**src/rtl/iosp_pkg.sv**
```systemverilog
package iosp_pkg;

    localparam int CTRL_W = 4;
    localparam int ADP_N  = 2;

    typedef enum logic [2:0] {
        IOP_RD   = 3'd0,
        IOP_WR   = 3'd1,
        IOP_TSTZ = 3'd2,
        IOP_TSTN = 3'd3,
        IOP_SET  = 3'd4,
        IOP_CLR  = 3'd5
    } iop_e;

    typedef enum logic [1:0] {
        ST_IDLE  = 2'd0,
        ST_EXEC  = 2'd1,
        ST_WBACK = 2'd2
    } st_e;

    // controller field to adapter: 1 -> 0, 3 -> 1, others absent
    function automatic logic adp_valid(input logic [CTRL_W-1:0] c);
        return (c == CTRL_W'(1)) || (c == CTRL_W'(3));
    endfunction

    function automatic logic adp_index(input logic [CTRL_W-1:0] c);
        return (c == CTRL_W'(3));
    endfunction

endpackage

```
**src/rtl/iosp_range_tbl.sv**
```systemverilog
module iosp_range_tbl #(
    parameter int ADDR_W = 22,
    parameter int NDEV   = 4,
    parameter int SEL_W  = 2
) (
    input  logic              clk,
    input  logic              rst_n,
    input  logic              cfg_we,
    input  logic [SEL_W-1:0]  cfg_idx,
    input  logic [ADDR_W-1:0] cfg_base,
    input  logic [ADDR_W-1:0] cfg_len,
    input  logic [ADDR_W-1:0] lk_addr,
    output logic              lk_hit,
    output logic [SEL_W-1:0]  lk_sel
);

    typedef struct packed {
        logic [NDEV-1:0][ADDR_W-1:0] base;
        logic [NDEV-1:0][ADDR_W-1:0] len;
    } tbl_t;

    tbl_t tbl_d, tbl_q;
    logic [NDEV-1:0] hit_vec;

    always_comb begin
        tbl_d = tbl_q;
        if (cfg_we) begin
            tbl_d.base[cfg_idx] = cfg_base;
            tbl_d.len[cfg_idx]  = cfg_len;
        end
    end

    always_ff @(posedge clk) begin
        if (!rst_n) tbl_q <= '0;
        else        tbl_q <= tbl_d;
    end

    generate
        for (genvar g = 0; g < NDEV; g++) begin : g_cmp
            logic [ADDR_W:0] end_w;
            assign end_w      = {1'b0, tbl_q.base[g]} + {1'b0, tbl_q.len[g]};
            assign hit_vec[g] = (lk_addr >= tbl_q.base[g]) && ({1'b0, lk_addr} < end_w);
        end
    endgenerate

    always_comb begin
        lk_sel = '0;
        for (int i = NDEV - 1; i >= 0; i--) begin
            if (hit_vec[i]) lk_sel = SEL_W'(i);
        end
        lk_hit = |hit_vec;
    end


    sel_in_window_chk: assert property (@(posedge clk) disable iff (!rst_n)
        lk_hit |-> (lk_addr >= tbl_q.base[lk_sel]) &&
                   ((lk_addr - tbl_q.base[lk_sel]) < tbl_q.len[lk_sel]));


    lowest_index_chk: assert property (@(posedge clk) disable iff (!rst_n)
        lk_hit |-> (hit_vec & ~({NDEV{1'b1}} << lk_sel)) == '0);

endmodule

```
**src/rtl/iosp_lane.sv**
```systemverilog
module iosp_lane
    import iosp_pkg::*;
#(
    parameter int DATA_W = 16,
    parameter int OPND_W = 36
) (
    input  iop_e              op,
    input  logic              byte_mode,
    input  logic              odd,
    input  logic [DATA_W-1:0] rword,
    input  logic [OPND_W-1:0] operand,
    input  logic [OPND_W-1:0] acc,
    output logic [DATA_W-1:0] rval,
    output logic [DATA_W-1:0] merged,
    output logic              skip
);

    localparam int BYTE_W = DATA_W / 2;

    logic [DATA_W-1:0] opm;
    logic [OPND_W-1:0] andv;

    always_comb begin
        if (byte_mode) begin
            rval = odd ? DATA_W'(rword[DATA_W-1:BYTE_W]) : DATA_W'(rword[BYTE_W-1:0]);
            opm  = DATA_W'(operand[BYTE_W-1:0]);
        end else begin
            rval = rword;
            opm  = operand[DATA_W-1:0];
        end
        case (op)
            IOP_SET: merged = rval | opm;
            IOP_CLR: merged = rval & ~opm;
            default: merged = opm;
        endcase
        andv = acc & OPND_W'(rval);
        case (op)
            IOP_TSTZ: skip = (andv == '0);
            IOP_TSTN: skip = (andv != '0);
            default:  skip = 1'b0;
        endcase
    end

endmodule

```
**src/rtl/iosp_adp_stat.sv**
```systemverilog
module iosp_adp_stat
    import iosp_pkg::*;
(
    input  logic              clk,
    input  logic              rst_n,
    input  logic              miss,
    input  logic [CTRL_W-1:0] ctrl,
    output logic [ADP_N-1:0]  tmo,
    output logic [ADP_N-1:0]  nxd
);

    typedef struct packed {
        logic [ADP_N-1:0] tmo;
        logic [ADP_N-1:0] nxd;
    } stat_t;

    stat_t st_d, st_q;

    always_comb begin
        st_d = st_q;
        if (miss && adp_valid(ctrl)) begin
            st_d.tmo[adp_index(ctrl)] = 1'b1;
            st_d.nxd[adp_index(ctrl)] = 1'b1;
        end
    end

    always_ff @(posedge clk) begin
        if (!rst_n) st_q <= '0;
        else        st_q <= st_d;
    end

    assign tmo = st_q.tmo;
    assign nxd = st_q.nxd;

    generate
        for (genvar g = 0; g < ADP_N; g++) begin : g_chk

            miss_flags_chk: assert property (@(posedge clk) disable iff (!rst_n)
                (miss && adp_valid(ctrl) && (int'(adp_index(ctrl)) == g)) |=> (tmo[g] && nxd[g]));

            sticky_flags_chk: assert property (@(posedge clk) disable iff (!rst_n)
                (tmo[g] && nxd[g]) |=> (tmo[g] && nxd[g]));
        end
    endgenerate

endmodule

```
**src/rtl/iosp_access_unit.sv**
```systemverilog
module iosp_access_unit
    import iosp_pkg::*;
#(
    parameter int ADDR_W = 22,
    parameter int DATA_W = 16,
    parameter int OPND_W = 36,
    parameter int NDEV   = 4,
    localparam int SEL_W = (NDEV > 1) ? $clog2(NDEV) : 1,
    localparam int FW_W  = ADDR_W + 3
) (
    input  logic              clk,
    input  logic              rst_n,
    input  logic              cfg_we,
    input  logic [SEL_W-1:0]  cfg_idx,
    input  logic [ADDR_W-1:0] cfg_base,
    input  logic [ADDR_W-1:0] cfg_len,
    input  logic              req_valid,
    input  logic [2:0]        req_op,
    input  logic              req_byte,
    input  logic [ADDR_W-1:0] req_addr,
    input  logic [OPND_W-1:0] req_operand,
    input  logic [OPND_W-1:0] req_acc,
    input  logic              req_user,
    output logic              busy,
    output logic              done,
    output logic [DATA_W-1:0] rd_data,
    output logic              skip,
    output logic              fault,
    output logic [FW_W-1:0]   fault_word,
    output logic              dev_rd,
    output logic              dev_wr,
    output logic              dev_byte,
    output logic [SEL_W-1:0]  dev_sel,
    output logic [ADDR_W-1:0] dev_addr,
    output logic [DATA_W-1:0] dev_wdata,
    input  logic [DATA_W-1:0] dev_rdata,
    output logic              bus_lock,
    output logic [ADP_N-1:0]  adp_tmo,
    output logic [ADP_N-1:0]  adp_nxd
);

    localparam int BYTE_W = DATA_W / 2;

    typedef struct packed {
        st_e               st;
        iop_e              op;
        logic              byt;
        logic [ADDR_W-1:0] addr;
        logic [OPND_W-1:0] opnd;
        logic [OPND_W-1:0] acc;
        logic              user;
        logic [SEL_W-1:0]  sel;
        logic [DATA_W-1:0] tmp;
        logic [DATA_W-1:0] rdat;
        logic              skip;
        logic              fault;
        logic [FW_W-1:0]   fword;
        logic              done;
    } ctl_t;

    ctl_t ctl_d, ctl_q;

    logic              in_exec, in_wb, is_rmw, rd_phase;
    logic [ADDR_W-1:0] lk_addr;
    logic              lk_hit;
    logic [SEL_W-1:0]  lk_sel;
    logic [DATA_W-1:0] ln_rval, ln_merged;
    logic              ln_skip;
    logic              miss;

    assign in_exec  = (ctl_q.st == ST_EXEC);
    assign in_wb    = (ctl_q.st == ST_WBACK);
    assign is_rmw   = (ctl_q.op == IOP_SET) || (ctl_q.op == IOP_CLR);
    assign rd_phase = in_exec && (ctl_q.op != IOP_WR);
    assign lk_addr  = (rd_phase && ctl_q.byt) ? {ctl_q.addr[ADDR_W-1:1], 1'b0} : ctl_q.addr;
    assign miss     = in_exec && !lk_hit;

    iosp_range_tbl #(
        .ADDR_W (ADDR_W),
        .NDEV   (NDEV),
        .SEL_W  (SEL_W)
    ) u_tbl (
        .clk      (clk),
        .rst_n    (rst_n),
        .cfg_we   (cfg_we),
        .cfg_idx  (cfg_idx),
        .cfg_base (cfg_base),
        .cfg_len  (cfg_len),
        .lk_addr  (lk_addr),
        .lk_hit   (lk_hit),
        .lk_sel   (lk_sel)
    );

    iosp_lane #(
        .DATA_W (DATA_W),
        .OPND_W (OPND_W)
    ) u_lane (
        .op        (ctl_q.op),
        .byte_mode (ctl_q.byt),
        .odd       (ctl_q.addr[0]),
        .rword     (dev_rdata),
        .operand   (ctl_q.opnd),
        .acc       (ctl_q.acc),
        .rval      (ln_rval),
        .merged    (ln_merged),
        .skip      (ln_skip)
    );

    iosp_adp_stat u_adp (
        .clk   (clk),
        .rst_n (rst_n),
        .miss  (miss),
        .ctrl  (ctl_q.addr[ADDR_W-1 -: CTRL_W]),
        .tmo   (adp_tmo),
        .nxd   (adp_nxd)
    );

    always_comb begin
        ctl_d      = ctl_q;
        ctl_d.done = 1'b0;
        case (ctl_q.st)
            ST_IDLE: begin
                if (req_valid) begin
                    ctl_d.st   = ST_EXEC;
                    ctl_d.op   = iop_e'(req_op);
                    ctl_d.byt  = req_byte;
                    ctl_d.addr = req_addr;
                    ctl_d.opnd = req_operand;
                    ctl_d.acc  = req_acc;
                    ctl_d.user = req_user;
                end
            end
            ST_EXEC: begin
                if (!lk_hit) begin
                    ctl_d.st    = ST_IDLE;
                    ctl_d.done  = 1'b1;
                    ctl_d.fault = 1'b1;
                    ctl_d.skip  = 1'b0;
                    ctl_d.rdat  = '0;
                    ctl_d.fword = {ctl_q.user, 1'b1,
                                   ctl_q.byt && (ctl_q.op == IOP_WR), lk_addr};
                end else if (is_rmw) begin
                    ctl_d.st   = ST_WBACK;
                    ctl_d.tmp  = ln_merged;
                    ctl_d.sel  = lk_sel;
                    ctl_d.rdat = ln_rval;
                end else begin
                    ctl_d.st    = ST_IDLE;
                    ctl_d.done  = 1'b1;
                    ctl_d.fault = 1'b0;
                    ctl_d.skip  = ln_skip;
                    ctl_d.rdat  = (ctl_q.op == IOP_WR) ? '0 : ln_rval;
                end
            end
            ST_WBACK: begin
                ctl_d.st    = ST_IDLE;
                ctl_d.done  = 1'b1;
                ctl_d.fault = 1'b0;
                ctl_d.skip  = 1'b0;
            end
            default: ctl_d.st = ST_IDLE;
        endcase
    end

    always_ff @(posedge clk) begin
        if (!rst_n) ctl_q <= '0;
        else        ctl_q <= ctl_d;
    end

    assign busy       = (ctl_q.st != ST_IDLE);
    assign done       = ctl_q.done;
    assign rd_data    = ctl_q.rdat;
    assign skip       = ctl_q.skip;
    assign fault      = ctl_q.fault;
    assign fault_word = ctl_q.fword;

    assign dev_rd    = rd_phase && lk_hit;
    assign dev_wr    = (in_exec && lk_hit && (ctl_q.op == IOP_WR)) || in_wb;
    assign dev_byte  = dev_wr && ctl_q.byt;
    assign dev_sel   = in_wb ? ctl_q.sel : lk_sel;
    assign dev_addr  = lk_addr;
    assign dev_wdata = in_wb ? ctl_q.tmp : ln_merged;
    assign bus_lock  = (in_exec && lk_hit && is_rmw) || in_wb;


    rmw_lock_chk: assert property (@(posedge clk) disable iff (!rst_n)
        (dev_wr && bus_lock) |-> ($past(dev_rd) && $past(bus_lock)));


    byte_wr_mask_chk: assert property (@(posedge clk) disable iff (!rst_n)
        (dev_wr && dev_byte) |-> (dev_wdata[DATA_W-1:BYTE_W] == '0));


    byte_rd_even_chk: assert property (@(posedge clk) disable iff (!rst_n)
        (dev_rd && ctl_q.byt) |-> !dev_addr[0]);


    miss_quiet_chk: assert property (@(posedge clk) disable iff (!rst_n)
        (done && fault) |-> ($past(!dev_rd) && $past(!dev_wr)));


    done_pulse_chk: assert property (@(posedge clk) disable iff (!rst_n)
        done |=> !done);


    done_idle_chk: assert property (@(posedge clk) disable iff (!rst_n)
        done |-> !busy);

endmodule

```
**config.mk**
```make
export PLATFORM = sky130hd
export DESIGN_NAME = iosp_access_unit
export DESIGN_NICKNAME = d
export VERILOG_FILES = /design/src/rtl/iosp_pkg.sv /design/src/rtl/iosp_range_tbl.sv /design/src/rtl/iosp_lane.sv /design/src/rtl/iosp_adp_stat.sv /design/src/rtl/iosp_access_unit.sv
export SDC_FILE = /design/constraint.sdc
export NUM_CORES = 1
export LEC_CHECK = 0
export ABC_AREA = 1
export ABC_CLOCK_PERIOD_IN_PS = 4800
export BUFFER_PORTS_ARGS = -buffer_cell sky130_fd_sc_hd__buf_2
export CORE_UTILIZATION = 25
export DETAILED_ROUTE_END_ITERATION = 7
export PLACE_DENSITY_LB_ADDON = 0.12
export SLEW_MARGIN = 20
export SYNTH_ARGS = -nofsm -noshare
export SYNTH_HDL_FRONTEND = slang
export SYNTH_SLANG_ARGS = --single-unit
```
**constraint.sdc**
```tcl
create_clock -name clk -period 4.8 [get_ports clk]
set_clock_uncertainty 0.2 [all_clocks]
set_input_delay 0.24 -clock clk [delete_from_list [all_inputs] [get_ports clk]]
set_output_delay 0.24 -clock clk [all_outputs]
set_load 0.02 [all_outputs]
```
==> results of run 1 <==
[per-stage QoR]
| stage | setup WS [ns] | total power [uW] | std cells | utilization, % | area, um2 |
|---|---|---|---|---|---|
| floorplan | 0.715 | 4380 | 2884 | - | 20300 |
| global placement | 0.0557 | 5110 | 4049 | 27.7 | 22200 |
| detailed placement | 0.0538 | 5130 | 4049 | 27.7 | 22200 |
| CTS | -0.174 | 8480 | 4252 | 31.2 | 25100 |
| global route | -0.290 | 8900 | 4265 | 31.5 | 25300 |
| finish | -0.0445 | 8380 | 4269 | 31.5 | 25300 |
[report_power, final]
group / switching [uW] / internal, uW / total, uW
Clock: 1250 / 1860 / 3120
Combinational: 1460 / 911 / 2370
Sequential: 205 / 2690 / 2900
[layer usage]
layer / vias to the layer above / share of wire (%) / wire, um / GRT usage, %
li1: 10026 / - / - / -
met1: 9133 / 47 / 35600 / 24.1
met2: 351 / 46 / 35300 / 30.1
met3: 118 / 3.6 / 2720 / 2.22
met4: 2 / 3.2 / 2400 / 6.05
met5: - / 0.016 / 12 / 0
[kinds of logic after synthesis]
group | count (synthesis) | share of synthesized area [%]
DFF | 303 | 29.9
buffers and inverters | 459 | 9.96
and+or+nand+nor | 1120 | 23.1
xor gates and xnor gates | 78 | 3.37
AOI/OAI and AO/OA | 657 | 17.0
adders and majority gates | 267 | 16.6
[cells in the final DEF (no fill, tap or decap), types with 74 or more instances in the layout]
cell             n
dfxtp_1        299
inv_1          280
ha_1           257
dlygate4sd3_1  119
buf_2          210
nand2_1        514
nor2_1         408
buf_4           74
a21oi_1        264
o21ai_0        292
nand3_1         83
[sequential cells by signal (all words and copies together) (netlist names)]
name         cells
fault            1
ctl_q           79
fault_word      25
u_tbl.tbl_q    176
u_adp.tmo        2
u_adp.nxd        2
rd_data         16
skip             1
done             1
[repair_timing]
| item | CTS | global route |
|---|---|---|
| buffers inserted | 13 | 11 |
| hold buffers | 119 | 0 |
| pin swaps | 27 | 26 |
| setup endpoints to repair | 6 | 33 |
| endpoints found under the hold margin | 245 | 0 |
| resized for setup | 62 | 42 |
[area by class of cell]
type / count / area, um2
flip-flops and latches: 303 / 6070
clock buffers: 59 / 1130
diodes: 6 / 15.0
multi-input cells: 2122 / 12500
repair buffers: 413 / 2940
well taps: 1060 / 1330
fillers: 8775 / 55100
clock inverters: 12 / 211
inverters: 294 / 1110
[critical path, stage by stage (launching register included)]
cell and delay [ns]:
dfxtp_1 0.31, ha_1 0.37, nand2_1 0.16, inv_1 0.07
a21oi_1 0.14, nand2_1 0.14, a21oi_2 0.23, o21ai_2 0.12
a21oi_2 0.21, o21ai_2 0.10, nand2_1 0.11, nand2_1 0.06
nand2_1 0.06, nand2_1 0.06, ha_1 0.30, nand4_1 0.12
nor2_2 0.16, nand4_1 0.09, nor2_1 0.11, nand2_1 0.10
nand3_4 0.12, nand2_4 0.09, nor2_8 0.17, nor2_8 0.05
nand2_4 0.13, nand2_1 0.08, buf_6 0.18
[worst max-delay path by stage]
stage / from / to / slack (ns) / depth (start not counted)
finish: u_tbl.tbl_q[28] / dev_wr / -0.04 / 26
global route: u_tbl.tbl_q[110] / dev_byte / -0.29 / 32
CTS: u_tbl.tbl_q[110] / dev_byte / -0.17 / 32
detailed placement: u_tbl.tbl_q[24] / dev_byte / 0.05 / 25
global placement: u_tbl.tbl_q[116] / bus_lock / 0.06 / 24
floorplan: u_tbl.tbl_q[0] / dev_byte / 0.71 / 27
==> results_tabular.tex, run 1 <==
\begin{tabular}{lr}
\hline
Metric & Value \\
\hline
\multicolumn{2}{l}{\textbf{GRT}} \\
\quad Global-route congestion overflow total & 0 \\
\quad Global router's overall resource usage & 18.1\% \\
\quad Number of antenna violations at the first check in global routing & 8 \\
\quad First-pass GRT wire length & 114000 um \\
\quad Vias in the first global route & 19318 \\
\quad Pin count of the biggest net entering global routing & 112 \\
\multicolumn{2}{l}{\textbf{Clocking}} \\
\quad Sink count of the clock tree & 303 \\
\quad Cell at the root of the clock tree & clkbuf\_16 \\
\quad TritonCTS clock tree & done \\
\quad Maximum buffer depth of the clock tree & 3 \\
\quad Clock buffer count from CTS & 40 \\
\quad Number of H-tree levels & 2 \\
\quad Clock input transition at the sequential cells of the worst setup and hold paths & 0.06 ns \\
\quad Later-pin clock latency in the skew report & 0.59 ns \\
\multicolumn{2}{l}{\textbf{Layout}} \\
\quad Share of layout cells above drive strength 1 & 15.2\% \\
\quad Synthesis-to-layout area growth & 24.9\% \\
\quad Number of nets in the final layout & 3606 \\
\multicolumn{2}{l}{\textbf{Timing}} \\
\quad Max-slew headroom at the worst pin & 27.8\% \\
\quad Min Tclk post-route & 4.84 ns \\
\quad Pins over their slew limit & 0 \\
\quad Post-Route Hold Slack & 0.0474 ns \\
\quad Final-report setup violation count & 4 \\
\quad Final critical-path share of the clock period & 101\% \\
\quad Post-route setup TNS & -0.0776 ns \\
\quad Min setup slack post-route & -0.0445 ns \\
\quad Setup repair after global routing missed its margin & true \\
\quad Final hold vios & 0 \\
\quad FMAX & 0.206 GHz \\
\quad Worst-margin pin slew & 1.08 ns \\
\multicolumn{2}{l}{\textbf{Worst setup path}} \\
\quad Endpoint of the most critical register-to-register path & fault\_word[3] \\
\quad Data required, critical path & 4.36 ns \\
\quad Path type of the worst setup path & reg -> out \\
\quad Reg2Reg Depth & 27 \\
\quad Arrival time reported for the critical path endpoint & 4.40 ns \\
\quad RR Startpoint & u\_tbl.tbl\_q[28] \\
\quad Critical path endpoint category & output pin \\
\quad R2r setup slk & 0.30 ns \\
\quad Maximum fanout along the worst path & 5 \\
\quad Startpoint class of the critical path & flop \\
\multicolumn{2}{l}{\textbf{Min path}} \\
\quad Hold Path End & u\_tbl.tbl\_q[154] \\
\quad Cell depth of the worst hold path & 3 \\
\quad Startpoint of the most critical hold path & cfg\_idx[0] \\
\quad Hold Path Class & in -> reg \\
\multicolumn{2}{l}{\textbf{Floorplanning}} \\
\quad Top-Level Pins & 258 \\
\quad Die Footprint & 82300 um2 \\
\quad Chip Height & 287 um \\
\quad Cell row count & 104 \\
\quad Area of the core region & 80400 um2 \\
\quad Initial cell density of the core & 25.2\% \\
\quad Horizontal die dimension & 287 um \\
\multicolumn{2}{l}{\textbf{Yosys}} \\
\quad Unique cell type count in the Yosys netlist & 48 \\
\quad Count of flip-flops with a built-in enable after synthesis & 0 \\
\quad Cell type contributing the most total cell area after synthesis & dfxtp\_1 \\
\quad Syn Nets & 3316 \\
\quad Most instantiated flip-flop cell in the synthesis netlist & dfxtp\_1 \\
\quad Post-synthesis async set-or-reset flop share & 0\% \\
\quad Warnings, synthesis & 0 \\
\quad Area of the mapped netlist & 20300 um2 \\
\quad Most frequent cell after synthesis & nand2\_1 \\
\quad Area fraction of the dominant cell type after synthesis & 29.9\% \\
\quad Main area contributors after synthesis & dfxtp\_1 (30\%), ha\_1 (16\%), nand2\_1 (9.7\%), nor2\_1 (7.6\%), o21ai\_0 (7.4\%) \\
\quad Synth Register Bits & 303 \\
\quad Leading post-synthesis cells by instance count & nand2\_1 (527), nor2\_1 (411), dfxtp\_1 (303), o21ai\_0 (299), inv\_1 (284) \\
\quad Mean area per synthesized cell & 7.04 um2 \\
\quad Sequential element share of the synthesized area & 29.9\% \\
\quad Cells after synthesis & 2884 \\
\multicolumn{2}{l}{\textbf{Placement}} \\
\quad Placer Congestion & 0.872 \\
\quad Buffers on Ports & 217 \\
\quad Placed wire-length estimate after detailed placement & 59600 um \\
\multicolumn{2}{l}{\textbf{Pwr}} \\
\quad Max IR drop VDD & 0.224 mV \\
\quad Power density over the cells & 331 nW/um2 \\
\quad Leakage power & 0.0119 uW \\
\multicolumn{2}{l}{\textbf{Routing}} \\
\quad Per-cell routed wire length & 17.8 um \\
\quad Wirelength, routed & 76000 um \\
\quad Count of TritonRoute iterations in the first routing pass & 7 \\
\quad Drt drc & 0 \\
\quad Initial drt markers & 878 \\
\quad Antenna-violating nets left & 0 \\
\quad Detail-routed via count per cell & 4.60 \\
\quad Vias post-DR & 19630 \\
\multicolumn{2}{l}{\textbf{Status}} \\
\quad Run status & finished with violations \\
\quad Failing checks & setup timing \\
\multicolumn{2}{l}{\textbf{Run}} \\
\quad Max cap viols & 0 \\
\hline
\end{tabular}
Power figures use the tool's default switching activity.
==> run 2, diff against run 1 <==
- TNS_END_PERCENT: default -> 10
==> run 2 against run 1 <==
  * The flow still finishes with violations (setup timing)
  * Clock power barely moved
  * First-iteration DRC count fell by 0.57%
  * Sequential power barely moved
  * Cell count did not move
  * Utilization fell by 0.082 points
  * Die area did not move
  * Hold slack improved by 0.0032 ns
  * Design area fell by 0.26%
  * Sequential cell count did not move
  * Sequential share of layout area rose by 0.053 points
  * Combinational power fell by 2%
  * Clock-buffer cell count did not move
  * Largest power group unchanged
==> results_tabular.tex, run 2 (synthesized netlist as in run 1, its figures left out) <==
\begin{tabular}{lr}
\hline
Metric & Value \\
\hline
\multicolumn{2}{l}{\textbf{Worst setup path}} \\
\quad Critical path endpoint category & output pin \\
\quad Arrival time reported for the critical path endpoint & 4.39 ns (about the same) \\
\quad Maximum fanout along the worst path & 4 (-1) \\
\quad Path type of the worst setup path & reg -> out \\
\quad Crit-path max cell delay & 0.36 ns (about the same) \\
\quad CP most frequent cell & nand2\_1 \\
\quad Cell with the largest stage delay on the worst path & ha\_1 \\
\quad Data required, critical path & 4.36 ns (about the same) \\
\quad Startpoint class of the critical path & flop \\
\multicolumn{2}{l}{\textbf{Floorplanning}} \\
\quad Area of the core region & 80400 um2 (unchanged) \\
\quad Horizontal die dimension & 287 um (unchanged) \\
\quad Top-Level Pins & 258 (unchanged) \\
\quad Cell row count & 104 (unchanged) \\
\quad Die Footprint & 82300 um2 (unchanged) \\
\quad Chip Height & 287 um (unchanged) \\
\quad Initial cell density of the core & 25.2\% (unchanged) \\
\multicolumn{2}{l}{\textbf{Timing}} \\
\quad Worst-margin pin slew & 1.09 ns (+0.00336 ns) \\
\quad Post-route setup TNS & -0.0769 ns (+0.000774 ns) \\
\quad Final-report setup violation count & 4 (unchanged) \\
\quad Min setup slack post-route & -0.0313 ns (+0.0133 ns) \\
\quad FMAX & 0.207 GHz (+0.27\%) \\
\quad Pins over their slew limit & 0 (unchanged) \\
\quad Setup repair after global routing missed its margin & true \\
\quad Final critical-path share of the clock period & 101\% (-0.28 points) \\
\quad Final hold vios & 0 (unchanged) \\
\quad Min Tclk post-route & 4.83 ns (-0.0133 ns) \\
\quad Max-slew headroom at the worst pin & 27.5\% (-0.22 points) \\
\multicolumn{2}{l}{\textbf{Routing}} \\
\quad Count of TritonRoute iterations in the first routing pass & 5 (-2) \\
\quad Vias post-DR & 19574 (-0.29\%) \\
\quad Per-cell routed wire length & 17.8 um (-0.12\%) \\
\quad Antenna-violating nets left & 0 (unchanged) \\
\quad Drt drc & 0 (unchanged) \\
\quad Initial drt markers & 873 (-0.57\%) \\
\quad Wirelength, routed & 76000 um (-0.12\%) \\
\quad Detail-routed via count per cell & 4.59 (-0.29\%) \\
\multicolumn{2}{l}{\textbf{GRT}} \\
\quad Number of antenna violations at the first check in global routing & 8 (unchanged) \\
\quad Met1 demand-to-capacity share in global routing & 24.1\% (about the same) \\
\quad Global-route congestion overflow total & 0 (unchanged) \\
\quad Pin count of the biggest net entering global routing & 112 (unchanged) \\
\quad Met2 GRT Util & 30.0\% (-0.060 points) \\
\quad Routing layer with the top usage in global route & met2 \\
\quad Global router's overall resource usage & 18.1\% (-0.024 points) \\
\quad First-pass GRT wire length & 113000 um (-0.16\%) \\
\quad Vias in the first global route & 19289 (-0.15\%) \\
\quad Met3 track utilization from global routing & 2.22\% (unchanged) \\
\multicolumn{2}{l}{\textbf{Placement}} \\
\quad Buffers on Ports & 217 (unchanged) \\
\quad Place WS & 0.0538 ns (unchanged) \\
\quad Placed wire-length estimate after detailed placement & 59600 um (unchanged) \\
\quad Placer Congestion & 0.872 (unchanged) \\
\quad Dpl cell area & 22200 um2 (unchanged) \\
\quad Placed instance count & 4049 (unchanged) \\
\multicolumn{2}{l}{\textbf{Layout}} \\
\quad Flip-flop count of the largest register, all copies and words added & 176 (unchanged) \\
\quad Most common cell after layout, fill and taps aside & nand2\_1 \\
\quad Number of fillers in the final layout & 8775 (unchanged) \\
\quad Number of nets in the final layout & 3605 (-0.028\%) \\
\quad Post-route standard cell area excluding fillers & 25300 um2 (-0.26\%) \\
\quad Largest register by flop count & u\_tbl.tbl\_q \\
\quad Non-filler cells in the finished layout & 4269 (unchanged) \\
\quad Most frequent cells in the layout & nand2\_1 (516), nor2\_1 (408), dfxtp\_1 (301), o21ai\_0 (292), inv\_1 (282) \\
\quad Synthesis-to-layout area growth & 24.6\% \\
\quad Share of layout cells above drive strength 1 & 14.8\% (-0.40 points) \\
\multicolumn{2}{l}{\textbf{Clocking}} \\
\quad Clock input transition at the sequential cells of the worst setup and hold paths & 0.06 ns (about the same) \\
\quad Maximum buffer depth of the clock tree & 3 (unchanged) \\
\quad Number of H-tree levels & 2 (unchanged) \\
\quad Cell at the root of the clock tree & clkbuf\_16 \\
\quad TritonCTS clock tree & done \\
\quad Clock buffer count from CTS & 40 (unchanged) \\
\quad Later-pin clock latency in the skew report & 0.59 ns (about the same) \\
\quad Sink count of the clock tree & 303 (unchanged) \\
\multicolumn{2}{l}{\textbf{Pwr}} \\
\quad Max IR drop VDD & 0.223 mV (about the same) \\
\quad Leakage power & 0.0118 uW (-0.24\%) \\
\quad Tot Pwr & 8350 uW (-0.45\%) \\
\quad Power density over the cells & 330 nW/um2 (-0.19\%) \\
\multicolumn{2}{l}{\textbf{Status}} \\
\quad Run status & finished with violations \\
\quad Failing checks & setup timing \\
\multicolumn{2}{l}{\textbf{Min path}} \\
\quad Hold Path Class & in -> reg \\
\multicolumn{2}{l}{\textbf{Run}} \\
\quad Max cap viols & 0 (unchanged) \\
\hline
\end{tabular}
[run 2: cell count changes in the layout (fill, tap and decap cells not counted), moves of 2 or more]
cell / change
o21bai_1: +2
inv_2: -2
nand2_1: +2
o21bai_2: -2
dfxtp_1: +2
nand2_2: -2
a21oi_4: -2
dfxtp_2: -2
inv_1: +2
a21oi_1: +3
[run 2: final timing paths]
path                                         to            start  cells after the start  slack, ns
worst max-delay path                   dev_byte  u_tbl.tbl_q[68]                     26      -0.03
worst min register to register     u_adp.nxd[1]     u_adp.nxd[1]                      2       0.25
worst max register to register    fault_word[3]  u_tbl.tbl_q[68]                     27       0.30
worst min-delay path            u_tbl.tbl_q[68]       cfg_idx[0]                      3       0.05
[run 2: worst max-delay path: cells and delay by family, from the launching register on]
kind | cells | cell delay (ns)
buffers and inverters | 1 | 0.17
flip-flops | 1 | 0.32
AO/OA/AOI/OAI | 5 | 0.71
adder cells (fa/ha/maj) | 2 | 0.65
AND/OR/NAND/NOR | 18 | 1.96
[run 2: metrics by stage]
step | utilization, % | hold WS [ns]
final | 31.4 | 0.0506
after global placement | 27.7 | 0.243
after detailed placement | 27.7 | 0.245
after global routing | 31.4 | 0.0653
after CTS | 31.1 | 0.0157
after floorplan | - | 0.175
[run 2: routing by layer]
metal  wire, um  share of wire [%]
met3       2670                3.5
met1      35700                 47
met4       2250                3.0
met5         12              0.016
met2      35300                 46
[run 2: layout make-up]
| cell class | count | area, um2 | area share (%) |
|---|---|---|---|
| multi-input combinational | 2122 | 12500 | 49.4 |
| tap | 1060 | 1330 | 5.25 |
| timing repair buffer | 412 | 2930 | 11.6 |
| clock inverter | 12 | 211 | 0.836 |
| clock buffer | 59 | 1130 | 4.48 |
| inverter | 294 | 1110 | 4.37 |
| sequential | 303 | 6070 | 24.0 |
| antenna | 7 | 17.5 | 0.0693 |
[run 2: power by group]
part	internal, uW	switching [uW]	total [uW]
Combinational	887	1450	2330
Sequential	2690	205	2900
Clock	1860	1250	3120
[run 2: what timing repair did]
item,4_1_cts,5_1_grt
endpoints found under the hold margin,245,0
buffers inserted,9,14
gates resized for setup,48,39
pin swaps,23,30
hold buffers,119,0
setup endpoints to repair,6,33
